File: config.mk
export PLATFORM = sky130hd
export DESIGN_NAME = serial_adc_port
export DESIGN_NICKNAME = d
export VERILOG_FILES = /design/src/rtl/sadc_pkg.sv /design/src/rtl/serial_adc_ctrl.sv /design/src/rtl/serial_adc_dp.sv /design/src/rtl/serial_adc_port.sv
export SDC_FILE = /design/constraint.sdc
export NUM_CORES = 1
export LEC_CHECK = 0
export BUFFER_PORTS_ARGS = -buffer_cell sky130_fd_sc_hd__buf_2
export CORE_MARGIN = 4
export CORE_UTILIZATION = 35
export CTS_CLUSTER_SIZE = 25
export DETAILED_ROUTE_END_ITERATION = 8
export SYNTH_ARGS = -nofsm -noshare
export SYNTH_HDL_FRONTEND = slang
export SYNTH_HIERARCHICAL = 1
export SYNTH_SLANG_ARGS = --single-unit
File: constraint.sdc
create_clock -name clk -period 2.35 [get_ports clk]
set_input_delay 0.3525 -clock clk [delete_from_list [all_inputs] [get_ports clk]]
set_output_delay 0.3525 -clock clk [all_outputs]
set_load 0.01 [all_outputs]
File: src/rtl/sadc_pkg.sv
`timescale 1ns/1ps
package sadc_pkg;
  typedef enum logic [1:0] {
    ST_ARMED  = 2'd0,
    ST_CONFIG = 2'd1,
    ST_OUTPUT = 2'd2
  } sadcState_t;

  typedef struct packed {
    logic clear;
    logic latch;
    logic shift;
    logic takeSgl;
    logic takeOdd;
  } sadcStrobes_t;
endpackage

File: src/rtl/serial_adc_ctrl.sv
`timescale 1ns/1ps
module serial_adc_ctrl
  import sadc_pkg::*;
#(
  parameter int CFG_BITS = 4
) (
  input  logic         clk,
  input  logic         rstN,
  input  logic         csN,
  input  logic         sclk,
  input  logic         sdi,
  input  logic         threeWire,
  output sadcStrobes_t strb
);
  localparam int CW = $clog2(CFG_BITS + 1);
  localparam logic [CW-1:0] LAST_IDX = CW'(CFG_BITS - 1);

  sadcState_t    state;
  logic [CW-1:0] cfgCnt;
  logic          sclkPrev;
  logic          sclkRise;
  logic          edgeLive;

  assign sclkRise = sclk & ~sclkPrev;
  assign edgeLive = sclkRise & ~csN;

  always_ff @(posedge clk or negedge rstN) begin
    if (!rstN) begin
      state    <= ST_ARMED;
      cfgCnt   <= '0;
      sclkPrev <= 1'b0;
    end else begin
      sclkPrev <= sclk;
      if (csN) begin
        state  <= ST_ARMED;
        cfgCnt <= '0;
      end else if (sclkRise) begin
        unique case (state)
          ST_ARMED: begin
            if (threeWire) begin
              state <= ST_OUTPUT;
            end else if (sdi) begin
              state  <= ST_CONFIG;
              cfgCnt <= '0;
            end
          end
          ST_CONFIG: begin
            if (cfgCnt == LAST_IDX) state <= ST_OUTPUT;
            cfgCnt <= cfgCnt + 1'b1;
          end
          ST_OUTPUT: state <= ST_OUTPUT;
          default:   state <= ST_ARMED;
        endcase
      end
    end
  end

  always_comb begin
    strb         = '0;
    strb.clear   = csN;
    strb.latch   = edgeLive & (((state == ST_ARMED) & threeWire) |
                               ((state == ST_CONFIG) & (cfgCnt == LAST_IDX)));
    strb.shift   = edgeLive & (state == ST_OUTPUT);
    strb.takeSgl = edgeLive & (state == ST_CONFIG) & (cfgCnt == '0);
    strb.takeOdd = edgeLive & (state == ST_CONFIG) & (cfgCnt == CW'(1));
  end
endmodule

File: src/rtl/serial_adc_dp.sv
`timescale 1ns/1ps
module serial_adc_dp
  import sadc_pkg::*;
#(
  parameter int W = 8
) (
  input  logic         clk,
  input  logic         rstN,
  input  sadcStrobes_t strb,
  input  logic         sdi,
  input  logic [W-1:0] sampleData,
  output logic         sdo,
  output logic         sdoEn,
  output logic         muxSgl,
  output logic         muxOdd
);
  // one leading framing zero ahead of the sample; zeros shift in behind it
  logic [W:0] shiftReg;

  always_ff @(posedge clk or negedge rstN) begin
    if (!rstN) begin
      shiftReg <= '0;
      sdo      <= 1'b0;
      sdoEn    <= 1'b0;
      muxSgl   <= 1'b0;
      muxOdd   <= 1'b0;
    end else if (strb.clear) begin
      shiftReg <= '0;
      sdo      <= 1'b0;
      sdoEn    <= 1'b0;
      muxSgl   <= 1'b0;
      muxOdd   <= 1'b0;
    end else begin
      if (strb.takeSgl) muxSgl <= sdi;
      if (strb.takeOdd) muxOdd <= sdi;
      if (strb.latch) begin
        shiftReg <= {1'b0, sampleData};
        sdo      <= 1'b0;
        sdoEn    <= 1'b1;
      end else if (strb.shift) begin
        sdo      <= shiftReg[W];
        shiftReg <= {shiftReg[W-1:0], 1'b0};
      end
    end
  end
endmodule

File: src/rtl/serial_adc_port.sv
`timescale 1ns/1ps
module serial_adc_port
  import sadc_pkg::*;
#(
  parameter int W        = 8,
  parameter int CFG_BITS = 4
) (
  input  logic         clk,
  input  logic         rstN,
  input  logic         csN,
  input  logic         sclk,
  input  logic         sdi,
  input  logic         threeWire,
  input  logic [W-1:0] sampleData,
  output logic         sdo,
  output logic         sdoEn,
  output logic         sampleGrab,
  output logic         muxSgl,
  output logic         muxOdd
);
  sadcStrobes_t strb;

  serial_adc_ctrl #(.CFG_BITS(CFG_BITS)) u_ctrl (
    .clk       (clk),
    .rstN      (rstN),
    .csN       (csN),
    .sclk      (sclk),
    .sdi       (sdi),
    .threeWire (threeWire),
    .strb      (strb)
  );

  serial_adc_dp #(.W(W)) u_dp (
    .clk        (clk),
    .rstN       (rstN),
    .strb       (strb),
    .sdi        (sdi),
    .sampleData (sampleData),
    .sdo        (sdo),
    .sdoEn      (sdoEn),
    .muxSgl     (muxSgl),
    .muxOdd     (muxOdd)
  );

  assign sampleGrab = strb.latch;
endmodule

Word-level counts from Yosys, hierarchy flattened
Cells that the tools add are included.
{"block": "op_classes", "addsub": 1, "eq_ne": 8, "n_mux": 23, "bitwise": 12, "n_reduce_logical": 10}
{"op": "two-way mux 9 bit", "n": 3}
{"op": "two-way mux 3 bit", "n": 4}
{"op": "two-way mux 2 bit", "n": 5}
{"op": "AND 1 bit", "n": 9}
{"op": "two-way mux 1 bit", "n": 9}
{"op": "nonzero test 2 bit", "n": 4}
{"op": "!= test 3 bit (second input constant)", "n": 2}
{"op": "one-hot mux 2 bit (3 select lines)", "n": 1}
{"op": "one-hot mux 3 bit (2 select lines)", "n": 1}
{"op": "nonzero test 3 bit", "n": 2}
{"op": "!= test 4 bit (second input constant)", "n": 1}
{"op": "AND reduction 4 bit", "n": 1}
{"op": "adder 3 x 1 -> 3 bit (second input constant)", "n": 1}
{"op": "equality test 3 x 1 -> 1 bit (second input constant)", "n": 1}
{"op": "equality test 3 x 2 -> 1 bit (second input constant)", "n": 1}
{"op": "zero test 3 bit", "n": 1}
{"op": "!= test 3 x 2 -> 1 bit (second input constant)", "n": 1}
{"op": "AND reduction 3 bit", "n": 1}
{"op": "equality test 2 x 1 -> 1 bit (second input constant)", "n": 1}
{"op": "equality test 2 bit (second input constant)", "n": 1}
{"op": "zero test 2 bit", "n": 1}
{"op": "inverter 1 bit", "n": 2}
{"op": "bitwise OR 1 bit", "n": 1}
{"block": "word_totals", "regBits": 19, "inputBits": 14, "output_inout_bits": 5}

Longest topological paths before layout
Gate-level depths: netlist of run 1.
{"block": "logic_depth", "ltp_word": 7, "depth_mapped": 7}

Cells and area by module
The synthesis of run 1 kept the hierarchy.
{"module": "serial_adc_dp", "instances": 1, "cells_per_inst": 51, "area_each_um2": 598.1}
{"module": "serial_adc_ctrl", "instances": 1, "cells_per_inst": 51, "area_each_um2": 510.5}

Least setup slack after synthesis of run 1
Ideal clock, no wire load.
{"block": "synth_path", "path_type": "register -> register", "start": "register u_ctrl.state[1]", "end": "register u_dp.shiftReg[1]", "setup_ns": 0.094, "arrival_time_ns": 1.809, "slack_ns": 0.447, "stages_incl_launch_ff": 8, "cell_sequence": "dfrtp_1 -> inv_1 -> ha_1 -> a22oi_1 -> nor3_1 -> buf_2 -> inv_1 -> a211oi_1"}
{"block": "synth_via", "elab_chain_len": 6, "elab_cells_between_ends": 11, "cone_classes": "2 x eq/ne; 2 x mux; 5 x bitwise; 2 x reduce/logical"}
{"element": "start: declaration", "line": "serial_adc_ctrl.sv:18", "source": "sadcState_t state;"}
{"element": "start signal: assignment", "line": "serial_adc_ctrl.sv:29", "source": "state <= ST_ARMED;"}
{"element": "start signal: assignment", "line": "serial_adc_ctrl.sv:35", "source": "state <= ST_ARMED;"}
{"element": "start signal: assignment", "line": "serial_adc_ctrl.sv:41", "source": "state <= ST_OUTPUT;"}
{"element": "equality test 2 x 1 -> 1 bit or zero test 2 bit (tied branches)", "line": "serial_adc_ctrl.sv:62, serial_adc_ctrl.sv:61"}
{"element": "AND 1 bit (on tied branches)", "line": "serial_adc_ctrl.sv:62, serial_adc_ctrl.sv:61"}
{"element": "bitwise OR 1 bit *", "line": "serial_adc_ctrl.sv:61", "source": "strb.latch = edgeLive & (((state == ST_ARMED) & threeWire) |"}
{"element": "AND 1 bit *", "line": "serial_adc_ctrl.sv:61"}
{"element": "net sampleGrab", "line": "serial_adc_port.sv:17", "source": "output logic sampleGrab,"}
{"element": "two-way mux 9 bit", "line": "serial_adc_dp.sv:36", "source": "if (strb.latch) begin"}
{"element": "two-way mux 9 bit", "line": "serial_adc_dp.sv:27", "source": "end else if (strb.clear) begin"}
{"element": "end signal: assignment", "line": "serial_adc_dp.sv:37", "source": "shiftReg <= {1'b0, sampleData};"}
{"element": "end signal: assignment", "line": "serial_adc_dp.sv:42", "source": "shiftReg <= {shiftReg[W-1:0], 1'b0};"}
{"element": "end: declaration", "line": "serial_adc_dp.sv:18", "source": "logic [W:0] shiftReg;"}
The timed path passes the listed nets; every way through them passes the cells marked *.
A chain may end at the register's enable or synchronous reset.

Final worst setup path of run 1
{"block": "layout_path", "start": "register u_ctrl.state[1]", "end": "output port sampleGrab"}
{"block": "layout_via", "elab_chain_len": 4, "elab_cells_between_ends": 6, "cone_classes": "1 x eq/ne; 4 x bitwise; 1 x reduce/logical"}
{"element": "equality test 2 x 1 -> 1 bit or zero test 2 bit (tied branches)", "line": "serial_adc_ctrl.sv:62, serial_adc_ctrl.sv:61"}
{"element": "AND 1 bit (on tied branches)", "line": "serial_adc_ctrl.sv:62, serial_adc_ctrl.sv:61"}
{"element": "bitwise OR 1 bit *", "line": "serial_adc_ctrl.sv:61"}
{"element": "AND 1 bit *", "line": "serial_adc_ctrl.sv:61"}
{"element": "end: declaration", "line": "serial_adc_port.sv:17"}
Mark *: on every way between the ends. The rest lies on a longest branch, timed or not.

==> qor.yml, run 1 <==
floorplan:
  fp-row-count: 20
  dieHeight_microns: 64.3
  die-area_sq_mm: 0.00413
  io_pins: 19
  die_w_microns: 64.3
  core-area_sq_mm: 0.00305
  start_util_pct: 36.3
routing:
  first_pass_iters: 2
  ant_nets: 0
  drc: 0
  wirelength_microns: 2230
  dr_total_vias: 792
  drtIter0Drc: 24
  vias_per_cell: 4.80
  wl_per_cell_microns: 13.5
yosys:
  synth-main-ff-cell: "dfrtp_1"
  synthCells: 102
  synth_nets: 124
  synth_edf_count: 0
  synth_xor_area_share_pct: 0
  synth_top_family_by_area: "simple AND/OR/NAND/NOR gates"
  synth.cell_area_sq_mm: 0.00111
  synthAdderAreaFrac_pct: 9.03
  avgSynthCellArea_sq_um: 10.9
  ys_seq_elements: 19
  seq_area_frac_synth_pct: 42.9
  synthMuxAreaShare_pct: 13.7
  synth_cell_type_count: 28
  synthArstFlopShare_pct: 100
  yosys.area_share.simple_pct: 19.4
  yosysWarnings: 6
  synth_compound_area_share_pct: 10.2
critical_path:
  crit_type: "register to output pin"
  cp_slowest_stage_delay_ps: 460
  cp-end-kind: "output pin"
  r2r_cells: 7
  critPathMaxFanout: 14
  crit_family: "buffers and inverters"
  cp_num_buf_inv: 3
  reg2reg_from: "u_ctrl/state[1]"
  regToRegEndpoint: "u_dp/shiftReg[0]"
  crit_arrival_ps: 1800
  worst-r2r-setup-slack_ps: 480
  critPathLaunchType: "register"
  slowest_stage: "dfrtp_1"
  path_cells: "inv_1 > ha_1 > a22oi_1 > nor3_1 > buf_4 > buf_2"
  cp.required_ps: 2000
pwr:
  p_leak_nw: 0.558
  vdd_drop_max_v: 0.000149
  powerDensity_mw_per_mm2: 466
timing:
  slew_headroom_pct: 63.6
  worst_slew_pin_slew_ps: 545
  holdWs_ps: 202
  rsz0062_at_grt: "false"
  layout_setup_ws_ps: 202
  period_minus_slack_ps: 2150
  hold_viol: 0
  finalSetupViolations: 0
  fin_crit_sh_pct: 91.4
  max_freq_mhz: 466
  clock_skew_ps: 2.25
  drv_slew: 0
  setup_tns_ps: 0
global_routing:
  grt_pass1_wl_microns: 4080
  grt_pass1_vias: 899
  grt_max_degree: 25
  grt.overflow.total: 0
  grt_usage_pct: 12.3
  antenna_found_initial: 0
clocking:
  clockBufferDepth: 2
  htree_levels: 1
  clk_pin_slew_worst_paths_ps: 110
  root_buffer: "clkbuf_4"
  post-cts-setup-buffers: 0
  ctsResizeCount: 0
  clock-sinks: 19
  clkLatencyLatePin_ps: 300
  cts_buffers: 3
  cts_tree: "yes"
place:
  dp_cells: 160
  io_buffers: 18
  detailedPlace.worstSlack_ps: 519
  place_hpwl_microns: 1640
  place_congestion: 0.730
cells_and_area:
  stdcell_count: 165
  utilization_pct: 41.5
  drive_gt1_share_pct: 23.1
  final_common_cell: "dfrtp_1"
  area_growth_pct: 14.3
  n_antenna_cell: 0
  mostFrequentLayoutCells: "dfrtp_1, buf_2, mux2i_1"
  fin_nets: 144
job:
  cap_violations: 0
worst_hold_path:
  hp-start: "sclk"
  hp-class: "primary input to register"
  holdPathStages: 1
  hold_end: "u_ctrl/sclkPrev"
outcome:
  outcome: "finished clean"
==> cells in the mapped netlist (2+ instances only) <==
library cell	count	share of area, %
dfrtp_1	19	43
mux2i_1	14	13
ha_1	8	9.0
nor2b_1	8	4.5
a211oi_1	7	4.7
nor2_1	7	2.4
inv_1	6	2.0
nand2b_1	5	2.8
nor3_1	4	1.8
a21oi_1	2	0.90
and3_1	2	1.1
nand2_1	2	0.68
nand2b_4	2	2.5
or3b_1	2	1.6
==> sequential cells by signal, summed over array words and instances (netlist names) <==
register / count
u_ctrl/cfgCnt: 3
u_ctrl/sclkPrev: 1
u_ctrl/state: 2
u_dp/muxOdd: 1
u_dp/muxSgl: 1
u_dp/sdo: 1
u_dp/sdoEn: 1
u_dp/shiftReg: 9
==> logic make-up (layout without fill, tap and decap cells) <==
logic type | count (synthesis) | after routing
adder cells (fa/ha/maj) | 8 | 8
AND/OR/NAND/NOR | 35 | 35
flip-flops | 19 | 19
multiplexers | 15 | 15
buffers and inverters | 11 | 30
AO/OA/AOI/OAI | 14 | 14
==> what timing repair did <==
| item | CTS | global route |
|---|---|---|
| hold endpoints to repair | 19 | 0 |
| setup endpoints to repair | 0 | 0 |
| hold buffers | 1 | 0 |
==> worst max path at each step <==
stage,depth (start not counted),to,from,slack (ps)
floorplan,7,u_dp/shiftReg[1],u_ctrl/state[1],450
global placement,7,u_dp/shiftReg[0],u_ctrl/state[1],550
detailed placement,7,u_dp/shiftReg[0],u_ctrl/state[1],520
CTS,6,sampleGrab,u_ctrl/state[1],200
global route,6,sampleGrab,u_ctrl/state[1],80
finish,6,sampleGrab,u_ctrl/state[1],200
==> metal layers <==
metal  global-route usage (%)  up-vias  wire length (microns)
met5                        0        -                      0
met4                     3.96        0                     25
met3                     3.34        4                    103
met2                     20.7       15                   1070
met1                     15.1      383                   1020
li1                         -      390                      -
==> through the flow <==
stage	instance area [sq um]	total power [mW]
finish	1270	0.591
global route	1270	0.626
CTS	1270	0.603
global placement	1230	0.421
detailed placement	1230	0.425
floorplan	1110	0.394
==> power by group <==
part | internal [mW] | switching (mW)
clock | 0.0635 | 0.108
combinational | 0.0339 | 0.0432
sequential | 0.335 | 0.00668
total | 0.432 | 0.158
==> layout make-up <==
cell class | count | area [sq um]
sequential | 19 | 475
multi-input combinational | 72 | 579
fill | 321 | 1790
clock inverter | 1 | 5.00
inverter | 6 | 22.5
timing repair buffer | 20 | 108
tap | 44 | 55.1
clock buffer | 3 | 22.5
Note: power is estimated with default switching activity, not from simulation.
==> inputs of run 2 (changes only) <==
--- a/config.mk
+++ b/config.mk
@@ -10,6 +10,7 @@
 export CORE_UTILIZATION = 35
 export CTS_CLUSTER_SIZE = 25
 export DETAILED_ROUTE_END_ITERATION = 8
+export REMOVE_ABC_BUFFERS = 1
 export SYNTH_ARGS = -nofsm -noshare
 export SYNTH_HDL_FRONTEND = slang
 export SYNTH_HIERARCHICAL = 1
==> run 2 against run 1 <==
Critical path depth unchanged. Combinational power down 2%. Cell count unchanged. Sequential power about the same. First-iteration DRC count down 13%. Global-route usage down 1.3 points. Final area unchanged. Via count up 0.88%.
==> qor.yml, run 2 (synthesis results as in run 1) <==
outcome:
  outcome: "finished clean"
pwr:
  internal-power_mw: 0.432  # -0.10%
  vdd_drop_max_v: 0.000216  # +45%
  p_clk_share_pct: 28.4  # -0.7 points
  combPwrFrac_pct: 13.0  # about the same
  p_sw_mw: 0.151  # -4.5%
  seq_power_share_pct: 58.6  # +0.7 points
  p_leak_nw: 0.558  # unchanged
  switching_share_pct: 25.9  # -0.88 points
  powerDensity_mw_per_mm2: 460  # -1.3%
place:
  io_buffers: 18  # unchanged
  place_congestion: 0.722  # -1.1%
  place_hpwl_microns: 1510  # -7.6%
critical_path:
  crit_family: "buffers and inverters"
  crit_arrival_ps: 1750  # -50 ps
  path_cells: "inv_1 > ha_1 > a22oi_1 > nor3_1 > buf_4 > buf_2"
  r2r_cells: 7  # unchanged
  cp_num_buf_inv: 3  # unchanged
  cp-end-kind: "output pin"
  crit_type: "register to output pin"
  reg2reg_from: "u_ctrl/state[1]"
  cp.depth: 6  # unchanged
  regToRegEndpoint: "u_dp/shiftReg[0]"
  cp.required_ps: 2000  # about the same
  critPathLaunchType: "register"
  critPathMaxFanout: 14  # unchanged
  cp_slowest_stage_delay_ps: 460  # about the same
  slowest_stage: "dfrtp_1"
  worst-r2r-setup-slack_ps: 470  # about the same
floorplan:
  die_w_microns: 64.3  # unchanged
  start_util_pct: 36.3  # unchanged
  io_pins: 19  # unchanged
  die-area_sq_mm: 0.00413  # unchanged
  dieHeight_microns: 64.3  # unchanged
  fp-row-count: 20  # unchanged
  core-area_sq_mm: 0.00305  # unchanged
timing:
  clock_skew_ps: 2.27  # +0.0145 ps
  hold_viol: 0  # unchanged
  worst_slew_pin_slew_ps: 523  # -22.6 ps
  holdWs_ps: 208  # +5.91 ps
  finalSetupViolations: 0  # unchanged
  setup_tns_ps: 0  # unchanged
  fin_crit_sh_pct: 89.4  # -2.0 points
  max_freq_mhz: 476  # +2.2%
  period_minus_slack_ps: 2100  # -45.9 ps
  drv_slew: 0  # unchanged
  rsz0062_at_grt: "false"
  slew_headroom_pct: 65.1  # +1.5 points
worst_hold_path:
  holdPathStages: 1  # unchanged
  hp-start: "sclk"
  hold_end: "u_ctrl/sclkPrev"
  hp-class: "primary input to register"
clocking:
  ctsResizeCount: 0  # unchanged
  cts_tree: "yes"
  root_buffer: "clkbuf_4"
  clk_pin_slew_worst_paths_ps: 110  # about the same
  clock-sinks: 19  # unchanged
  htree_levels: 1  # unchanged
  clockBufferDepth: 2  # unchanged
  post-cts-setup-buffers: 0  # unchanged
  clkLatencyLatePin_ps: 300  # about the same
  cts_buffers: 3  # unchanged
routing:
  wirelength_microns: 2080  # -6.8%
  ant_nets: 0  # unchanged
  drc: 0  # unchanged
  drtIter0Drc: 21  # -13%
  first_pass_iters: 4  # +2
  dr_total_vias: 799  # +0.88%
  wl_per_cell_microns: 12.6  # -6.8%
  vias_per_cell: 4.84  # +0.88%
global_routing:
  grtUsageMet1_pct: 13.5  # -1.7 points
  busiest_layer: "met2"
  gr-usage-met3_pct: 0.703  # -2.6 points
  grt_pass1_vias: 807  # -10%
  grt_pass1_wl_microns: 3540  # -13%
  grt.overflow.total: 0  # unchanged
  antenna_found_initial: 0  # unchanged
  met2_usage_pct: 18.4  # -2.3 points
  grt_usage_pct: 11.0  # -1.3 points
  grt_max_degree: 25  # unchanged
cells_and_area:
  n_antenna_cell: 0  # unchanged
  fin_nets: 144  # unchanged
  mostFrequentLayoutCells: "dfrtp_1, buf_2, mux2i_1"
  regMostFlops: "u_dp/shiftReg"
  drive_gt1_share_pct: 23.1  # unchanged
  largest_register_ffs: 9  # unchanged
  area_growth_pct: 14.3  # unchanged
  final_common_cell: "dfrtp_1"
  largestRegisters: "u_dp/shiftReg (9), u_ctrl/cfgCnt (3), u_ctrl/state (2)"
job:
  cap_violations: 0  # unchanged
==> run 2: cell counts in the layout (fill, tap and decap cells not counted) <==
No cell type changed its count.
==> run 2: metal layers <==
layer  up-vias  part of all wire, %
met5         -                    0
met4         0                  2.7
met3         5                  1.4
met2        13                   48
met1       392                   47
li1        389                    -
==> run 2: through the flow <==
stage	util [%]	std cells	worst slack [ps]	cell area [sq um]	total power [mW]
after global placement	40.3	160	520	1230	0.421
after floorplan	-	97	137	1080	0.387
after CTS	41.5	165	226	1270	0.596
final	41.5	165	248	1270	0.583
after detailed placement	40.3	160	473	1230	0.423
after global routing	41.5	165	91.1	1270	0.621
==> run 2: repair_timing <==
action / 4_1_cts / 5_1_grt
hold buffers: 1 / 0
endpoints found under the setup margin: 0 / 0
hold endpoints to repair: 19 / 0
==> run 2: worst max-delay path by stage <==
stage,from,end,slack [ps]
6_report,u_ctrl/state[1],sampleGrab,250
5_1_grt,u_ctrl/state[1],sampleGrab,90
4_1_cts,u_ctrl/state[1],sampleGrab,230
3_5_place_dp,u_ctrl/state[1],u_dp/shiftReg[0],470
3_3_place_gp,u_ctrl/state[1],u_dp/shiftReg[0],520
2_1_floorplan,u_ctrl/state[1],u_dp/shiftReg[1],140
==> run 2: cell type report <==
cell class,instances,area [sq um]
Fill cell,324,1790
Timing Repair Buffer,20,108
Inverter,6,22.5
Multi-Input combinational cell,72,579
Sequential cell,19,475
Clock inverter,1,5.00
Tap cell,44,55.1
Clock buffer,3,22.5
==> run 2: power groups by stage <==
stage	clock network [mW]	registers, mW	logic, mW
floorplan	0	0.347	0.0408
global placement	0	0.348	0.0737
detailed placement	0	0.348	0.0754
CTS	0.178	0.341	0.0771
global route	0.193	0.343	0.0851
finish	0.166	0.341	0.0758
==> inputs of run 3 (changes only) <==
--- a/config.mk
+++ b/config.mk
@@ -5,7 +5,7 @@
 export SDC_FILE = /design/constraint.sdc
 export NUM_CORES = 1
 export LEC_CHECK = 0
-export BUFFER_PORTS_ARGS = -buffer_cell sky130_fd_sc_hd__buf_2
+export BUFFER_PORTS_ARGS = -buffer_cell sky130_fd_sc_hd__buf_4
 export CORE_MARGIN = 4
 export CORE_UTILIZATION = 35
 export CTS_CLUSTER_SIZE = 25
==> run 3 against run 2 <==
Cell count did not move. Die area did not move. Via count fell by 1.5%. Non-clock buffer count did not move. Utilization rose by 1.6 points. Highest routed layer unchanged. Register-to-register slack barely moved. Fmax fell by 1.4%. First-iteration DRC count fell by 29%. Critical path type unchanged. Clock skew rose by 13 ps. Largest cell class unchanged. Sequential share of layout area fell by 1.4 points.
==> qor.yml, run 3 (synthesis results as in run 1) <==
floorplan:
  die-area_sq_mm: 0.00413  # unchanged
  core-area_sq_mm: 0.00305  # unchanged
  die_w_microns: 64.3  # unchanged
  io_pins: 19  # unchanged
  dieHeight_microns: 64.3  # unchanged
  start_util_pct: 36.3  # unchanged
  fp-row-count: 20  # unchanged
cells_and_area:
  drive_gt1_share_pct: 24.0  # +0.83 points
  utilization_pct: 43.1  # +1.6 points
  n_antenna_cell: 0  # unchanged
  largestRegisters: "u_dp/shiftReg (9), u_ctrl/cfgCnt (3), u_ctrl/state (2)"
  regMostFlops: "u_dp/shiftReg"
  largest_register_ffs: 9  # unchanged
  stdcell_count: 165  # unchanged
  finalInstanceArea_sq_mm: 0.00132  # +3.8%
  filler_cell_count: 323  # -0.31%
  mostFrequentLayoutCells: "buf_4, dfrtp_1, mux2i_1"
  fin_nets: 144  # unchanged
  area_growth_pct: 18.6
critical_path:
  crit_type: "register to output pin"
  critPathMaxFanout: 14  # unchanged
  critPathLaunchType: "register"
  cp-end-kind: "output pin"
  worst-r2r-setup-slack_ps: 480  # about the same
  crit_arrival_ps: 1780  # +30 ps
  cp.required_ps: 2000  # about the same
global_routing:
  antenna_found_initial: 0  # unchanged
  grt_pass1_vias: 837  # +3.7%
  grt_usage_pct: 11.8  # +0.83 points
  grt.overflow.total: 0  # unchanged
  grt_max_degree: 25  # unchanged
  grt_pass1_wl_microns: 3840  # +8.6%
pwr:
  seq_power_share_pct: 57.3  # -1.3 points
  vdd_drop_max_v: 0.000384  # +78%
  powerDensity_mw_per_mm2: 453  # -1.5%
  p_sw_mw: 0.156  # +3.5%
  p_clk_share_pct: 28.6  # +0.2 points
  internal-power_mw: 0.440  # +1.8%
  finalPower_mw: 0.596  # +2.2%
  p_leak_nw: 0.568  # +1.8%
  switching_share_pct: 26.2  # +0.33 points
  combPwrFrac_pct: 14.2  # +1.2 points
place:
  place_congestion: 0.685  # -5.2%
  io_buffers: 18  # unchanged
  placed_cell_area_sq_mm: 0.00127  # +3.7%
  place_hpwl_microns: 1610  # +6.3%
  dp_cells: 160  # unchanged
timing:
  drv_slew: 0  # unchanged
  slew_headroom_pct: 65.0  # -0.18 points
  rsz0062_at_grt: "false"
  setup_tns_ps: 0  # unchanged
  period_minus_slack_ps: 2130  # +28.9 ps
  clock_skew_ps: 15.1  # +12.8 ps
  worst_slew_pin_slew_ps: 525  # +2.65 ps
  finalSetupViolations: 0  # unchanged
  max_freq_mhz: 469  # -1.4%
  hold_viol: 0  # unchanged
  fin_crit_sh_pct: 90.7  # +1.2 points
clocking:
  htree_levels: 1  # unchanged
  clock-sinks: 19  # unchanged
  cts_tree: "yes"
  post-cts-setup-buffers: 0  # unchanged
  clockBufferDepth: 2  # unchanged
  clk_pin_slew_worst_paths_ps: 120  # about the same
  cts_buffers: 3  # unchanged
  root_buffer: "clkbuf_4"
  clkLatencyLatePin_ps: 310  # about the same
routing:
  ant_nets: 0  # unchanged
  drtIter0Drc: 15  # -29%
  wirelength_microns: 2220  # +6.9%
  dr_total_vias: 787  # -1.5%
  first_pass_iters: 4  # unchanged
  drc: 0  # unchanged
  vias_per_cell: 4.77  # -1.5%
  wl_per_cell_microns: 13.4  # +6.9%
job:
  cap_violations: 0  # unchanged
outcome:
  outcome: "finished clean"
worst_hold_path:
  hp-class: "primary input to register"
-- run 3: cell count changes in the layout (fill, tap and decap cells not counted) --
cell | before | now
buf_2 | 18 | 0
buf_4 | 1 | 19
ha_1 | 8 | 7
ha_2 | 0 | 1
-- run 3: final cells by class --
type	count	area, sq um	area share, %
clock buffer	3	22.5	1.71
timing repair buffer	20	153	11.6
tap	44	55.1	4.19
sequential	19	475	36.2
clock inverter	1	5.00	0.381
multi-input combinational	72	582	44.2
inverter	6	22.5	1.71
-- run 3: path summary, 6_finish.rpt --
check                      depth (start not counted)            start               end
max                                                6  u_ctrl/state[1]        sampleGrab
min                                                1             sclk   u_ctrl/sclkPrev
max reg2reg                                        7  u_ctrl/state[1]  u_dp/shiftReg[0]
min reg2reg                                        2       u_dp/sdoEn        u_dp/sdoEn
max in group asynchronous                          2             rstN  u_dp/shiftReg[3]
min in group asynchronous                          2             rstN  u_ctrl/cfgCnt[2]
-- run 3: worst max-delay path, stage by stage, from the launching register on --
cell	delay (ps)
dfrtp_1	460
inv_1	130
ha_1	270
a22oi_1	90
nor3_1	170
buf_4	210
buf_4	140
-- run 3: routing by layer --
metal / wire, microns / up-vias / global-route usage (%)
li1: - / 393 / -
met1: 1010 / 377 / 14.6
met2: 1110 / 15 / 20.6
met3: 75 / 2 / 2.46
met4: 27 / 0 / 3.17
met5: 0 / - / 0
-- run 3: timing repair --
| item | 4_1_cts | 5_1_grt |
|---|---|---|
| endpoints found under the setup margin | 0 | 1 |
| endpoints found under the hold margin | 19 | 0 |
| hold buffers | 1 | 0 |
| gates resized for setup | 0 | 1 |
-- run 3: power by group through the flow --
| stage | combinational (mW) | clock, mW | sequential (mW) |
|---|---|---|---|
| after floorplan | 0.0408 | 0 | 0.347 |
| after global placement | 0.0814 | 0 | 0.347 |
| after detailed placement | 0.0835 | 0 | 0.348 |
| after CTS | 0.0855 | 0.175 | 0.341 |
| after global routing | 0.0947 | 0.192 | 0.343 |
| final | 0.0844 | 0.170 | 0.341 |
-- run 3: per-stage QoR --
stage,setup slack (ps),hold slack [ps]
2_1_floorplan,137,56.9
3_3_place_gp,587,245
3_5_place_dp,521,244
4_1_cts,195,177
5_1_grt,34.9,156
6_report,219,178
